## src/rtl/rrt_pkg.sv

```systemverilog
package rrt_pkg;

  localparam int unsigned MASK_W = 32;

  // Charge a register places on one file: file 0 sees everything, the owner sees its own.
  function automatic int unsigned file_charge(input int unsigned file_id,
                                              input int unsigned owner,
                                              input int unsigned cost);
    return (file_id == 0 || owner == file_id) ? cost : 0;
  endfunction

  // Busy when the file is bounded and the demand would not fit.
  function automatic logic over_total(input int unsigned total,
                                      input int unsigned used,
                                      input int unsigned demand);
    return (total != 0) && (used + demand > total);
  endfunction

  function automatic logic is_short(input int unsigned used,
                                    input int unsigned alloc,
                                    input int unsigned freed);
    return (used + alloc) < freed;
  endfunction

  // Next count: add, subtract, clamp to [0, cap].
  function automatic int unsigned next_count(input int unsigned used,
                                             input int unsigned alloc,
                                             input int unsigned freed,
                                             input int unsigned cap);
    int unsigned sum;
    sum = used + alloc;
    if (sum < freed) return 0;
    if (sum - freed > cap) return cap;
    return sum - freed;
  endfunction

endpackage

```

## src/rtl/rrt_cost_map.sv

```systemverilog
module rrt_cost_map #(
  parameter int unsigned NUM_FILES = 4,
  parameter int unsigned NUM_AREGS = 16,
  parameter int unsigned COST_W    = 2,
  parameter int unsigned QUERY_N   = 4,
  localparam int unsigned FILE_W   = $clog2(NUM_FILES),
  localparam int unsigned AREG_W   = $clog2(NUM_AREGS)
) (
  input  logic                        clk,
  input  logic                        rst,
  input  logic                        cfg_map_we,
  input  logic [AREG_W-1:0]           cfg_areg,
  input  logic [FILE_W-1:0]           cfg_owner,
  input  logic [COST_W-1:0]           cfg_cost,
  input  logic [QUERY_N*AREG_W-1:0]   q_regs,
  input  logic [AREG_W-1:0]           al_areg,
  input  logic [AREG_W-1:0]           fr_areg,
  output logic [QUERY_N*FILE_W-1:0]   q_owner,
  output logic [QUERY_N*COST_W-1:0]   q_cost,
  output logic [FILE_W-1:0]           al_owner,
  output logic [COST_W-1:0]           al_cost,
  output logic [FILE_W-1:0]           fr_owner,
  output logic [COST_W-1:0]           fr_cost
);

  logic [FILE_W-1:0] owner_tab [NUM_AREGS];
  logic [COST_W-1:0] cost_tab  [NUM_AREGS];
  logic              map_write_ok;

  assign map_write_ok = cfg_map_we
                     && (32'(cfg_owner) < NUM_FILES)
                     && (32'(cfg_areg) < NUM_AREGS);

  always_ff @(posedge clk) begin
    if (rst) begin
      for (int r = 0; r < NUM_AREGS; r++) begin
        owner_tab[r] <= '0;
        cost_tab[r]  <= COST_W'(1);
      end
    end else if (map_write_ok) begin
      owner_tab[cfg_areg] <= cfg_owner;
      cost_tab[cfg_areg]  <= cfg_cost;
    end
  end

  for (genvar s = 0; s < QUERY_N; s++) begin : g_qlook
    logic [AREG_W-1:0] slot_reg;
    assign slot_reg = q_regs[s*AREG_W +: AREG_W];
    assign q_owner[s*FILE_W +: FILE_W] = owner_tab[slot_reg];
    assign q_cost[s*COST_W +: COST_W]  = cost_tab[slot_reg];
  end

  assign al_owner = owner_tab[al_areg];
  assign al_cost  = cost_tab[al_areg];
  assign fr_owner = owner_tab[fr_areg];
  assign fr_cost  = cost_tab[fr_areg];

endmodule

```

## src/rtl/rrt_file_slot.sv

```systemverilog
module rrt_file_slot #(
  parameter int unsigned FILE_ID   = 0,
  parameter int unsigned NUM_FILES = 4,
  parameter int unsigned COST_W    = 2,
  parameter int unsigned CNT_W     = 8,
  parameter int unsigned QUERY_N   = 4,
  localparam int unsigned FILE_W   = $clog2(NUM_FILES),
  localparam int unsigned CAP      = (1 << CNT_W) - 1
) (
  input  logic                      clk,
  input  logic                      rst,
  input  logic                      total_we,
  input  logic [CNT_W-1:0]          total_in,
  input  logic [QUERY_N-1:0]        q_valid,
  input  logic [QUERY_N*FILE_W-1:0] q_owner,
  input  logic [QUERY_N*COST_W-1:0] q_cost,
  input  logic                      al_en,
  input  logic [FILE_W-1:0]         al_owner,
  input  logic [COST_W-1:0]         al_cost,
  input  logic                      fr_en,
  input  logic [FILE_W-1:0]         fr_owner,
  input  logic [COST_W-1:0]         fr_cost,
  output logic                      busy,
  output logic [CNT_W-1:0]          used,
  output logic [CNT_W-1:0]          al_amt,
  output logic [CNT_W-1:0]          fr_amt,
  output logic                      underflow
);

  logic [CNT_W-1:0] total_q;
  logic [CNT_W-1:0] used_q;
  logic [CNT_W-1:0] used_nxt;
  int unsigned      demand;

  always_comb begin
    demand = 0;
    for (int s = 0; s < QUERY_N; s++) begin
      if (q_valid[s]) begin
        demand += rrt_pkg::file_charge(FILE_ID,
                                       32'(q_owner[s*FILE_W +: FILE_W]),
                                       32'(q_cost[s*COST_W +: COST_W]));
      end
    end
  end

  assign busy   = rrt_pkg::over_total(32'(total_q), 32'(used_q), demand);
  assign al_amt = al_en ? CNT_W'(rrt_pkg::file_charge(FILE_ID, 32'(al_owner), 32'(al_cost)))
                        : '0;
  assign fr_amt = fr_en ? CNT_W'(rrt_pkg::file_charge(FILE_ID, 32'(fr_owner), 32'(fr_cost)))
                        : '0;
  assign underflow = rrt_pkg::is_short(32'(used_q), 32'(al_amt), 32'(fr_amt));
  assign used_nxt  = CNT_W'(rrt_pkg::next_count(32'(used_q), 32'(al_amt), 32'(fr_amt), CAP));
  assign used      = used_q;

  always_ff @(posedge clk) begin
    if (rst) begin
      total_q <= '0;
      used_q  <= '0;
    end else begin
      if (total_we) total_q <= total_in;
      used_q <= used_nxt;
    end
  end

endmodule

```

## src/rtl/rrt_tracker.sv

```systemverilog
module rrt_tracker #(
  parameter int unsigned NUM_FILES = 4,
  parameter int unsigned NUM_AREGS = 16,
  parameter int unsigned CNT_W     = 8,
  parameter int unsigned COST_W    = 2,
  parameter int unsigned QUERY_N   = 4,
  localparam int unsigned FILE_W   = $clog2(NUM_FILES),
  localparam int unsigned AREG_W   = $clog2(NUM_AREGS),
  localparam int unsigned MASK_W   = rrt_pkg::MASK_W
) (
  input  logic                        clk,
  input  logic                        rst,
  input  logic                        cfg_total_we,
  input  logic [FILE_W-1:0]           cfg_file,
  input  logic [CNT_W-1:0]            cfg_total,
  input  logic                        cfg_map_we,
  input  logic [AREG_W-1:0]           cfg_areg,
  input  logic [FILE_W-1:0]           cfg_owner,
  input  logic [COST_W-1:0]           cfg_cost,
  input  logic [QUERY_N-1:0]          q_valid,
  input  logic [QUERY_N*AREG_W-1:0]   q_regs,
  output logic [MASK_W-1:0]           q_busy,
  input  logic                        al_en,
  input  logic [AREG_W-1:0]           al_areg,
  output logic [NUM_FILES*CNT_W-1:0]  al_amt,
  input  logic                        fr_en,
  input  logic [AREG_W-1:0]           fr_areg,
  output logic [NUM_FILES*CNT_W-1:0]  fr_amt,
  output logic [NUM_FILES*CNT_W-1:0]  in_use,
  output logic                        err_underflow
);

  // Named internal events, visible to the bound checker.
  logic [QUERY_N*FILE_W-1:0] q_owner;
  logic [QUERY_N*COST_W-1:0] q_cost;
  logic [FILE_W-1:0]         al_owner, fr_owner;
  logic [COST_W-1:0]         al_cost, fr_cost;
  logic [NUM_FILES-1:0]      file_busy;
  logic [NUM_FILES-1:0]      file_underflow;
  logic [NUM_FILES-1:0]      file_total_we;
  logic                      err_q;

  rrt_cost_map #(
    .NUM_FILES (NUM_FILES),
    .NUM_AREGS (NUM_AREGS),
    .COST_W    (COST_W),
    .QUERY_N   (QUERY_N)
  ) u_map (
    .clk        (clk),
    .rst        (rst),
    .cfg_map_we (cfg_map_we),
    .cfg_areg   (cfg_areg),
    .cfg_owner  (cfg_owner),
    .cfg_cost   (cfg_cost),
    .q_regs     (q_regs),
    .al_areg    (al_areg),
    .fr_areg    (fr_areg),
    .q_owner    (q_owner),
    .q_cost     (q_cost),
    .al_owner   (al_owner),
    .al_cost    (al_cost),
    .fr_owner   (fr_owner),
    .fr_cost    (fr_cost)
  );

  for (genvar f = 0; f < NUM_FILES; f++) begin : g_file
    assign file_total_we[f] = cfg_total_we && (cfg_file == FILE_W'(f));

    rrt_file_slot #(
      .FILE_ID   (f),
      .NUM_FILES (NUM_FILES),
      .COST_W    (COST_W),
      .CNT_W     (CNT_W),
      .QUERY_N   (QUERY_N)
    ) u_slot (
      .clk       (clk),
      .rst       (rst),
      .total_we  (file_total_we[f]),
      .total_in  (cfg_total),
      .q_valid   (q_valid),
      .q_owner   (q_owner),
      .q_cost    (q_cost),
      .al_en     (al_en),
      .al_owner  (al_owner),
      .al_cost   (al_cost),
      .fr_en     (fr_en),
      .fr_owner  (fr_owner),
      .fr_cost   (fr_cost),
      .busy      (file_busy[f]),
      .used      (in_use[f*CNT_W +: CNT_W]),
      .al_amt    (al_amt[f*CNT_W +: CNT_W]),
      .fr_amt    (fr_amt[f*CNT_W +: CNT_W]),
      .underflow (file_underflow[f])
    );
  end

  if (NUM_FILES < MASK_W) begin : g_mask_pad
    assign q_busy = {{(MASK_W-NUM_FILES){1'b0}}, file_busy};
  end else begin : g_mask_full
    assign q_busy = file_busy;
  end

  always_ff @(posedge clk) begin
    if (rst)                   err_q <= 1'b0;
    else if (|file_underflow)  err_q <= 1'b1;
  end

  assign err_underflow = err_q;

endmodule

```

## config.mk

```make
export PLATFORM = sky130hd
export DESIGN_NAME = rrt_tracker
export DESIGN_NICKNAME = d
export VERILOG_FILES = /design/src/rtl/rrt_pkg.sv /design/src/rtl/rrt_cost_map.sv /design/src/rtl/rrt_file_slot.sv /design/src/rtl/rrt_tracker.sv
export SDC_FILE = /design/constraint.sdc
export NUM_CORES = 1
export LEC_CHECK = 0
export BUFFER_PORTS_ARGS = -buffer_cell sky130_fd_sc_hd__buf_2
export CAP_MARGIN = 20
export CORE_MARGIN = 2
export CORE_UTILIZATION = 30
export DETAILED_ROUTE_END_ITERATION = 12
export PLACE_DENSITY = 0.53
export SLEW_MARGIN = 10
export SYNTH_ARGS = -nofsm -noshare
export SYNTH_HDL_FRONTEND = slang
export SYNTH_SLANG_ARGS = --single-unit
```

## constraint.sdc

```tcl
create_clock -name clk -period 8.6 [get_ports clk]
set_input_delay 0.86 -clock clk [delete_from_list [all_inputs] [get_ports clk]]
set_output_delay 0.86 -clock clk [all_outputs]
set_load 0.01 [all_outputs]
```

-- Word level (Yosys, flattened, before mapping)
Memory sizes are Yosys's and may differ from the RTL's.
Cells that the tools add are included.
- logic and storage cells: 161
- bits in writable memories: 64
- input port bits: 52
- latch bits: 0
- memories kept: 2
- output and inout port bits: 129
- bits in read-only memories: 0
- bits in registers: 65
- memories (name ; depth ; bits a word ; rd ports ; clocked after memory_dff ; write ports ; RTL line ; source):
    u_map.cost_tab ; 16 ; 2 ; 6 ; 0 ; 16 ; rrt_cost_map.sv:27 ; logic [COST_W-1:0] cost_tab [NUM_AREGS];
    u_map.owner_tab ; 16 ; 2 ; 6 ; 0 ; 16 ; rrt_cost_map.sv:26 ; logic [FILE_W-1:0] owner_tab [NUM_AREGS];
- bitwise logic cells: 0
- reductions and logical operators: 20
- eq/ne operators: 21
- shifts and indexed selects: 0
- multiplexer cells: 73
- div/mod/pow operators: 0
- add/subtract/negate cells: 24
- magnitude comparators: 12
- $mul: 0
- operators by type and width (operator ; number):
    $mux 32 ; 12
    $add 32x32->32 ; 9
    $add 8x32->32 ; 4
    $gt 32x8->1 ; 4
    $gt 32x8->1 const B ; 4
    $lt 32x8->1 ; 4
    $mux 8 ; 14
    $add 32x2->32 ; 2
    $mux 2 ; 26
    $add 8x8->9 ; 4
    $reduce_bool 8->1 ; 4
    $sub 9x8->10 ; 3
    $eq 2x2->1 const B ; 14
    $mux 1 ; 19
    $eq 2x1->1 const B ; 7
    $reduce_or 2->1 ; 6
    $sub 9x2->10 ; 1
    $logic_and 1x1->1 ; 8
    $mux 4 ; 2
    $reduce_or 4->1 ; 1
    $add 2x2->3 ; 1
    $logic_not 2->1 ; 1

-- Longest topological paths before layout
Gate-level depths: netlist of the first run.
An unclocked memory read counts as a cell.
- word-level depth: 13
- mapped depth: 31
- mapped depth without buffers: 28

-- By module
From an unflattened synthesis of the first run, not the netlist that was laid out.
- cell total of the unflattened synthesis: 1339
- area, all modules: 13449.1 um2
- modules (own cells, without submodules) (module ; cells each ; instances ; area each (um2)):
    rrt_cost_map ; 408 ; 1 ; 5541.6
    rrt_file_slot (g_file[1].u_slot ...) ; 226 ; 2 ; 1915.6
    rrt_file_slot (g_file[3].u_slot) ; 225 ; 1 ; 1959.4
    rrt_file_slot (g_file[0].u_slot) ; 216 ; 1 ; 1834.3
    rrt_tracker ; 38 ; 1 ; 282.8

-- Worst setup path after synthesis of the first run
OpenSTA, ideal clock, no wires.
- path type: input to output
- start point: in q_regs[4]
- end point: out q_busy[3]
- stages on the path: 30
- path slack: 0.633 ns
- arrival time: 7.107 ns
- path through: buf_2 buf_2 mux4_2 mux4_2 nand2_1 nor2_1 ha_1 inv_1 fa_1 o22ai_1 fa_1 nor2b_1 o21ba_1 fa_1 nand2_1 o21ai_0 o21a_1 ha_1 a21o_1 a21o_1 a21o_1 a21oi_1 nor2_1 xor2_1 ha_1 nand3_1 o21bai_1 a21oi_1 a2bb2oi_1 buf_4
- longest elaborated chain between the ends: 12
- elaborated cells between the ends (all ways): 13
- ends and longest elaborated chain (element ; RTL line ; source):
    start, declared ; rrt_tracker.sv:21 ; input logic [QUERY_N*AREG_W-1:0] q_regs,
    $mem_v2 16x2 ; - ;
    $eq 2x2->1 ; rrt_pkg.sv:9 ; return (file_id == 0 || owner == file_id) ? cost : 0;
    $mux 2 (*) ; rrt_pkg.sv:9 ;
    $add 32x32->32 (*) ; rrt_file_slot.sv:39 ; demand += rrt_pkg::file_charge(FILE_ID,
    $mux 32 (*) ; rrt_file_slot.sv:38 ; if (q_valid[s]) begin
    $add 32x32->32 ; rrt_file_slot.sv:39 ;
    $mux 32 (*) ; rrt_file_slot.sv:38 ;
    $add 32x32->32 ; rrt_file_slot.sv:39 ;
    $mux 32 (*) ; rrt_file_slot.sv:38 ;
    $add 8x32->32 (*) ; rrt_pkg.sv:16 ; return (total != 0) && (used + demand > total);
    $gt 32x8->1 (*) ; rrt_pkg.sv:16 ;
    $logic_and 1x1->1 (*) ; rrt_pkg.sv:16 ;
    end, declared ; rrt_tracker.sv:22 ; output logic [MASK_W-1:0] q_busy,
Every way passes the cells marked *; elsewhere a longest branch is shown, timed or not.

-- Worst setup path after layout of the first run
Ends and elaborated chain as after synthesis.

==> results of run 1 <==
final cells by class:
cell class | instances | area (sq um) | area share
Inverter | 83 | 312 | 0.0217
Tap cell | 585 | 732 | 0.0510
Antenna cell | 1 | 2.50 | 0.000174
Clock buffer | 21 | 492 | 0.0342
Clock inverter | 11 | 101 | 0.00706
Sequential cell | 129 | 3220 | 0.224
Multi-Input combinational cell | 1022 | 8940 | 0.622
Timing Repair Buffer | 109 | 563 | 0.0392
state kept, by name, summed over array words and instances (netlist names):
signal	flops
g_file.u_slot.total_q	32
g_file.u_slot.used	32
u_map.cost_tab	32
u_map.owner_tab	32
err_underflow	1
metal layers:
metal,GRT usage,vias to the layer above
li1,-,4690
met1,0.215,4805
met2,0.283,380
met3,0.0407,54
met4,0.0632,2
met5,0,-
per-stage QoR:
step | instance area [sq um] | utilization | hold WS, ns | total power, W | instances
after floorplan | 13400 | - | 0.463 | 0.00205 | 1377
after global placement | 13800 | 0.319 | 0.478 | 0.00239 | 1928
after detailed placement | 13800 | 0.319 | 0.490 | 0.00242 | 1928
after CTS | 14300 | 0.333 | 0.505 | 0.00317 | 1960
after global routing | 14400 | 0.333 | 0.545 | 0.00341 | 1960
final | 14400 | 0.333 | 0.500 | 0.00313 | 1961
Yosys cell counts (all sizes together) (7+ instances only):
cell type | count | area [sq um]
a21o | 19 | 143
a21oi | 69 | 345
a31oi | 9 | 56.3
and2 | 52 | 325
and3 | 7 | 43.8
buf | 108 | 785
clkbuf | 35 | 131
dfxtp | 65 | 1300
edfxtp | 64 | 1920
fa | 24 | 480
ha | 96 | 1200
inv | 83 | 312
mux2i | 40 | 400
mux4 | 111 | 2560
nand2 | 72 | 275
nand2b | 20 | 133
nand3 | 23 | 115
nand4 | 11 | 68.8
nor2 | 111 | 417
nor2b | 21 | 131
nor3 | 23 | 115
nor3b | 10 | 75.1
o21a | 15 | 113
o21ai | 28 | 144
o21ba | 7 | 70.1
or2 | 26 | 170
or3 | 14 | 87.6
xnor2 | 56 | 490
xor2 | 19 | 166
path summary, 6_finish.rpt:
path	cells after the start	slack [ns]	end	from
worst max-delay path	29	0.47	q_busy[3]	q_regs[4]
worst min-delay path	2	0.50	g_file[2].u_slot.total_q[6]	g_file[2].u_slot.total_q[6]
worst max register to register	16	3.71	g_file[1].u_slot.used[6]	u_map.owner_tab[14][1]
worst min register to register	2	0.50	g_file[2].u_slot.total_q[6]	g_file[2].u_slot.total_q[6]
power by group through the flow:
stage	clock network, W	logic [W]	registers (W)
floorplan	0	0.00118	0.000869
global placement	0	0.00146	0.000933
detailed placement	0	0.00149	0.000934
CTS	0.000748	0.00150	0.000921
global route	0.000774	0.00169	0.000940
finish	0.000731	0.00148	0.000920
critical path: cells and delay by family:
| kind | cells | cell delay, ns |
|---|---|---|
| buffers and inverters | 3 | 0.54 |
| adder cells (fa/ha/maj) | 6 | 2.06 |
| AND/OR/NAND/NOR | 6 | 0.52 |
| multiplexers | 2 | 1.08 |
| AO/OA/AOI/OAI | 11 | 2.03 |
| XOR/XNOR | 1 | 0.15 |
logic make-up after synthesis:
group,after synthesis,share of synthesized area
muxes,156,0.230
adders and majority gates,120,0.128
DFF,129,0.246
and+or+nand+nor,410,0.161
AOI/OAI and AO/OA,185,0.0901
buffers and inverters,226,0.0937
other,1,0.000286
xor gates and xnor gates,75,0.0502
repair_timing:
item / in CTS / in global routing
hold endpoints to repair: 0 / 0
endpoints found under the setup margin: 0 / 3
resized for setup: 0 / 5
==> qor.txt, run 1 <==
port bufs - 104
GRT overflow - 0
fin crit share - 0.946
Max Freq - 123 MHz
Synth Instances - 1,302
via/cell ratio - 5.06
number of synthesized flops with an enable pin - 64
part of the power in registers - 0.294
category of the most critical setup path - primary input to output pin
dominant synthesized flop cell - dfxtp_1
Slew Limit Fails - 0
CP peak stage delay - 0.54 ns
crit path DAT - 7.27 ns
I/O Pins - 181
die height - 213 um
P_int - 0.00188 W
most common cell after layout, fill and taps aside - nor2_1
slew of the pin with the lowest slew margin - 0.756 ns
effective utilization at floorplan - 0.304
Syn. warnings - 0
CTS tree - yes
met2 wire length - 18.3 mm
DR top layer - met5
# setup viols final - 0
Seq cells post-synth - 129
pwr dens - 218 nW/um^2
Setup WS pre-CTS - 0.264 ns
first-pass GRT wire length - 57.7 mm
maxcap violations - 0
CTS buffer count - 17
Sw Ratio - 0.398
H-tree depth - 4
maximum number of pins on one net before global-route repair - 56
Period minus WS final - 8.13 ns
TNS Setup - 0 ns
routed length on met1 - 15.5 mm
synthesized cell area - 13,100 sq um
Comb pwr share - 0.473
fin nets - 1,534
Clock power frac - 0.233
switching power - 0.00125 W
CP Max Fanout - 16
Seq/Total Area, Yosys - 0.246
Worst Skew - 0.00994 ns
Async SR Flop Fraction - 0
TritonRoute pass-1 iters - 4
vias post-DR - 9,931
DP HPWL - 29.7 mm
layout cell share with drive strength beyond 1 - 0.204
fill cell count - 4,447
most frequent cells in the layout - nor2_1, buf_2, ha_1
Static Leak - 6.05 nW
worst min-delay path class - register to register
CORE AREA - 43,100 sq um
post-route setup slack - 0.467 ns
Worst-Skew Late Latency - 0.45 ns
initial antenna violation count - 3
Die X - 213 um
Worst-path clk slew - 0.06 ns
status - finished, final reports clean
DRT antenna net count - 0
Sink Count - 129
GP Congestion - 0.876
Netlist cell types - 68
row count - 76
GRT Resource Usage Total - 0.171
routed wl met3 - 2.76 mm
Post-CTS Setup Inserts - 0
vias in the first global route - 9,827
routed len/inst - 19.1 um
Worst EP required - 7.74 ns
DR iter-0 viols - 622
Worst slew margin - 0.493
Final Hold Viols - 0
Syn Area/Cell - 10.1 sq um
DRC viols - 0
maximum vdd drop - 0.110 mV
die area - 45,300 sq um
clock tree buffer depth - 2
root buffer cell - clkbuf_16
Area Growth Syn to Fin - 9.69%
Slowest cell on crit path - mux4_2
RSZ-0062 raised after global routing - no
cts hold-fix bufs - 0
routed wire length - 37.5 mm
Critical Path End Type - output pin
Worst Setup Start Kind - primary input
No activity file was read; power rests on OpenSTA's default activity.
==> run 2: changes to the inputs <==
==> constraint.sdc (replaced) <==
create_clock -name clk -period 8.6 [get_ports clk]
set_input_delay 1.72 -clock clk [delete_from_list [all_inputs] [get_ports clk]]
set_output_delay 1.72 -clock clk [all_outputs]
set_load 0.01 [all_outputs]
==> qor.txt, run 2 (synthesis results as in run 1) <==
Sw Ratio - 0.386
via/cell ratio - 5.02
Sink Count - 129
DP HPWL - 31.2 mm
Final Hold Viols - 0
CTS buffer count - 17
Fin Hold WS - 0.498 ns
maximum number of pins on one net before global-route repair - 56
die area - 45,300 sq um
routed len/inst - 18.9 um
GRT Resource Usage Total - 0.178
maximum vdd drop - 0.102 mV
most frequent cells in the layout - buf_4, nor2_1, buf_2
slew of the pin with the lowest slew margin - 0.779 ns
Worst-path clk slew - 0.06 ns
Slew Limit Fails - 0
vias post-DR - 10.5k
crit path capture - q_busy[3]
Max Freq - 107 MHz
die height - 213 um
fin area - 15,600 sq um
failing checks - setup timing
DRT antenna net count - 0
routed wire length - 39.5 mm
most common cell after layout, fill and taps aside - buf_4
CP peak stage delay - 0.52 ns
CTS tree - yes
port bufs - 104
vias in the first global route - 10.5k
GRT overflow - 0
status - complete, but fails checks
Levels on crit path - 30
category of the most critical setup path - primary input to output pin
Die X - 213 um
CP Max Fanout - 7
Worst Setup Start Kind - primary input
Period minus WS final - 9.33 ns
switching power - 0.00129 W
crit path from - q_regs[4]
Worst R2R Path Depth - 16
TritonRoute pass-1 iters - 5
cts hold-fix bufs - 0
clock tree buffer depth - 2
RSZ-0062 raised after global routing - yes
Area Growth Syn to Fin - 18.9%
Slowest cell on crit path - mux4_2
P_int - 0.00205 W
DR iter-0 viols - 803
initial antenna violation count - 1
Critical Path End Type - output pin
Worst slew margin - 0.477
fin crit share - 1.09
GP Congestion - 0.961
fin nets - 1,662
root buffer cell - clkbuf_16
fill cell count - 4,383
layout cell share with drive strength beyond 1 - 0.294
Worst Skew - 0.00887 ns
Comb pwr share - 0.507
Worst EP required - 6.88 ns
Top delay family on crit path - adder cells
H-tree depth - 4
worst path buffer plus inverter count - 4
I/O Pins - 181
Pwr Total - 0.00334 W
Setup WS pre-CTS - -0.904 ns
Clock power frac - 0.215
FF-to-FF End - g_file[1].u_slot.used[1]
row count - 76
post-place instance area - 14,700 sq um
part of the power in registers - 0.278
worst min-delay path class - register to register
first-pass GRT wire length - 60.3 mm
crit path DAT - 7.61 ns
pwr dens - 214 nW/um^2
Worst-Skew Late Latency - 0.44 ns
Non-Filler Instances - 2,088
placed insts - 2,035
Static Leak - 6.73 nW
# setup viols final - 4
Reg2Reg Launch Point - u_map.owner_tab[7][1]
Antenna diodes - 0
maxcap violations - 0
R2R Setup Slk - 3.68 ns
effective utilization at floorplan - 0.304
CORE AREA - 43,100 sq um
DRC viols - 0
post-route setup slack - -0.732 ns
run 2: final cells by class:
cell class,instances,area (sq um),area share
multi-input cells,1022,9120,0.586
flip-flops and latches,129,3220,0.207
repair buffers,237,1610,0.103
well taps,585,732,0.0470
clock buffers,20,437,0.0280
inverters,83,312,0.0200
clock inverters,12,141,0.00908
run 2: power groups by stage:
stage | Sequential, W | Combinational (W) | Clock [W]
2_1_floorplan | 0.000869 | 0.00120 | 0
5_1_grt | 0.000946 | 0.00190 | 0.000759
4_1_cts | 0.000928 | 0.00169 | 0.000734
3_3_place_gp | 0.000940 | 0.00160 | 0
6_report | 0.000927 | 0.00169 | 0.000719
3_5_place_dp | 0.000940 | 0.00164 | 0
run 2: how the worst min path moves through the flow:
stage | startpoint | end | slack (ns) | cells past startpoint
detailed placement | g_file[2].u_slot.total_q[5] | g_file[2].u_slot.total_q[5] | 0.49 | 2
finish | g_file[2].u_slot.total_q[4] | g_file[2].u_slot.total_q[4] | 0.50 | 2
global placement | g_file[2].u_slot.total_q[7] | g_file[2].u_slot.total_q[7] | 0.48 | 2
CTS | g_file[2].u_slot.total_q[5] | g_file[2].u_slot.total_q[5] | 0.50 | 2
floorplan | g_file[2].u_slot.total_q[4] | g_file[2].u_slot.total_q[4] | 0.46 | 2
global route | g_file[2].u_slot.total_q[7] | g_file[2].u_slot.total_q[7] | 0.53 | 2
run 2: metal layers:
metal / routed length (um) / track usage
met5: 11 / 0
met4: 1280 / 0.0752
met3: 2350 / 0.0337
met2: 19800 / 0.305
met1: 16100 / 0.218
run 2: per-stage QoR:
step / setup TNS, ns / utilization
global route: -3.86 / 0.362
finish: -2.67 / 0.362
CTS: -2.80 / 0.360
detailed placement: -3.43 / 0.340
floorplan: -1.49 / -
global placement: -3.08 / 0.340
run 2: repair_timing:
| item | in CTS | in global routing |
|---|---|---|
| gates resized for setup | 25 | 16 |
| setup buffers | 20 | 0 |
| cloned | 1 | 0 |
| pin swaps | 17 | 7 |
| endpoints found under the setup margin | 4 | 4 |
run 2: worst min-delay path: cells and delay by family (launching register included):
family        cells  cell delay [ns]
simple gates      1             0.08
mux               1             0.07
flops             1             0.32
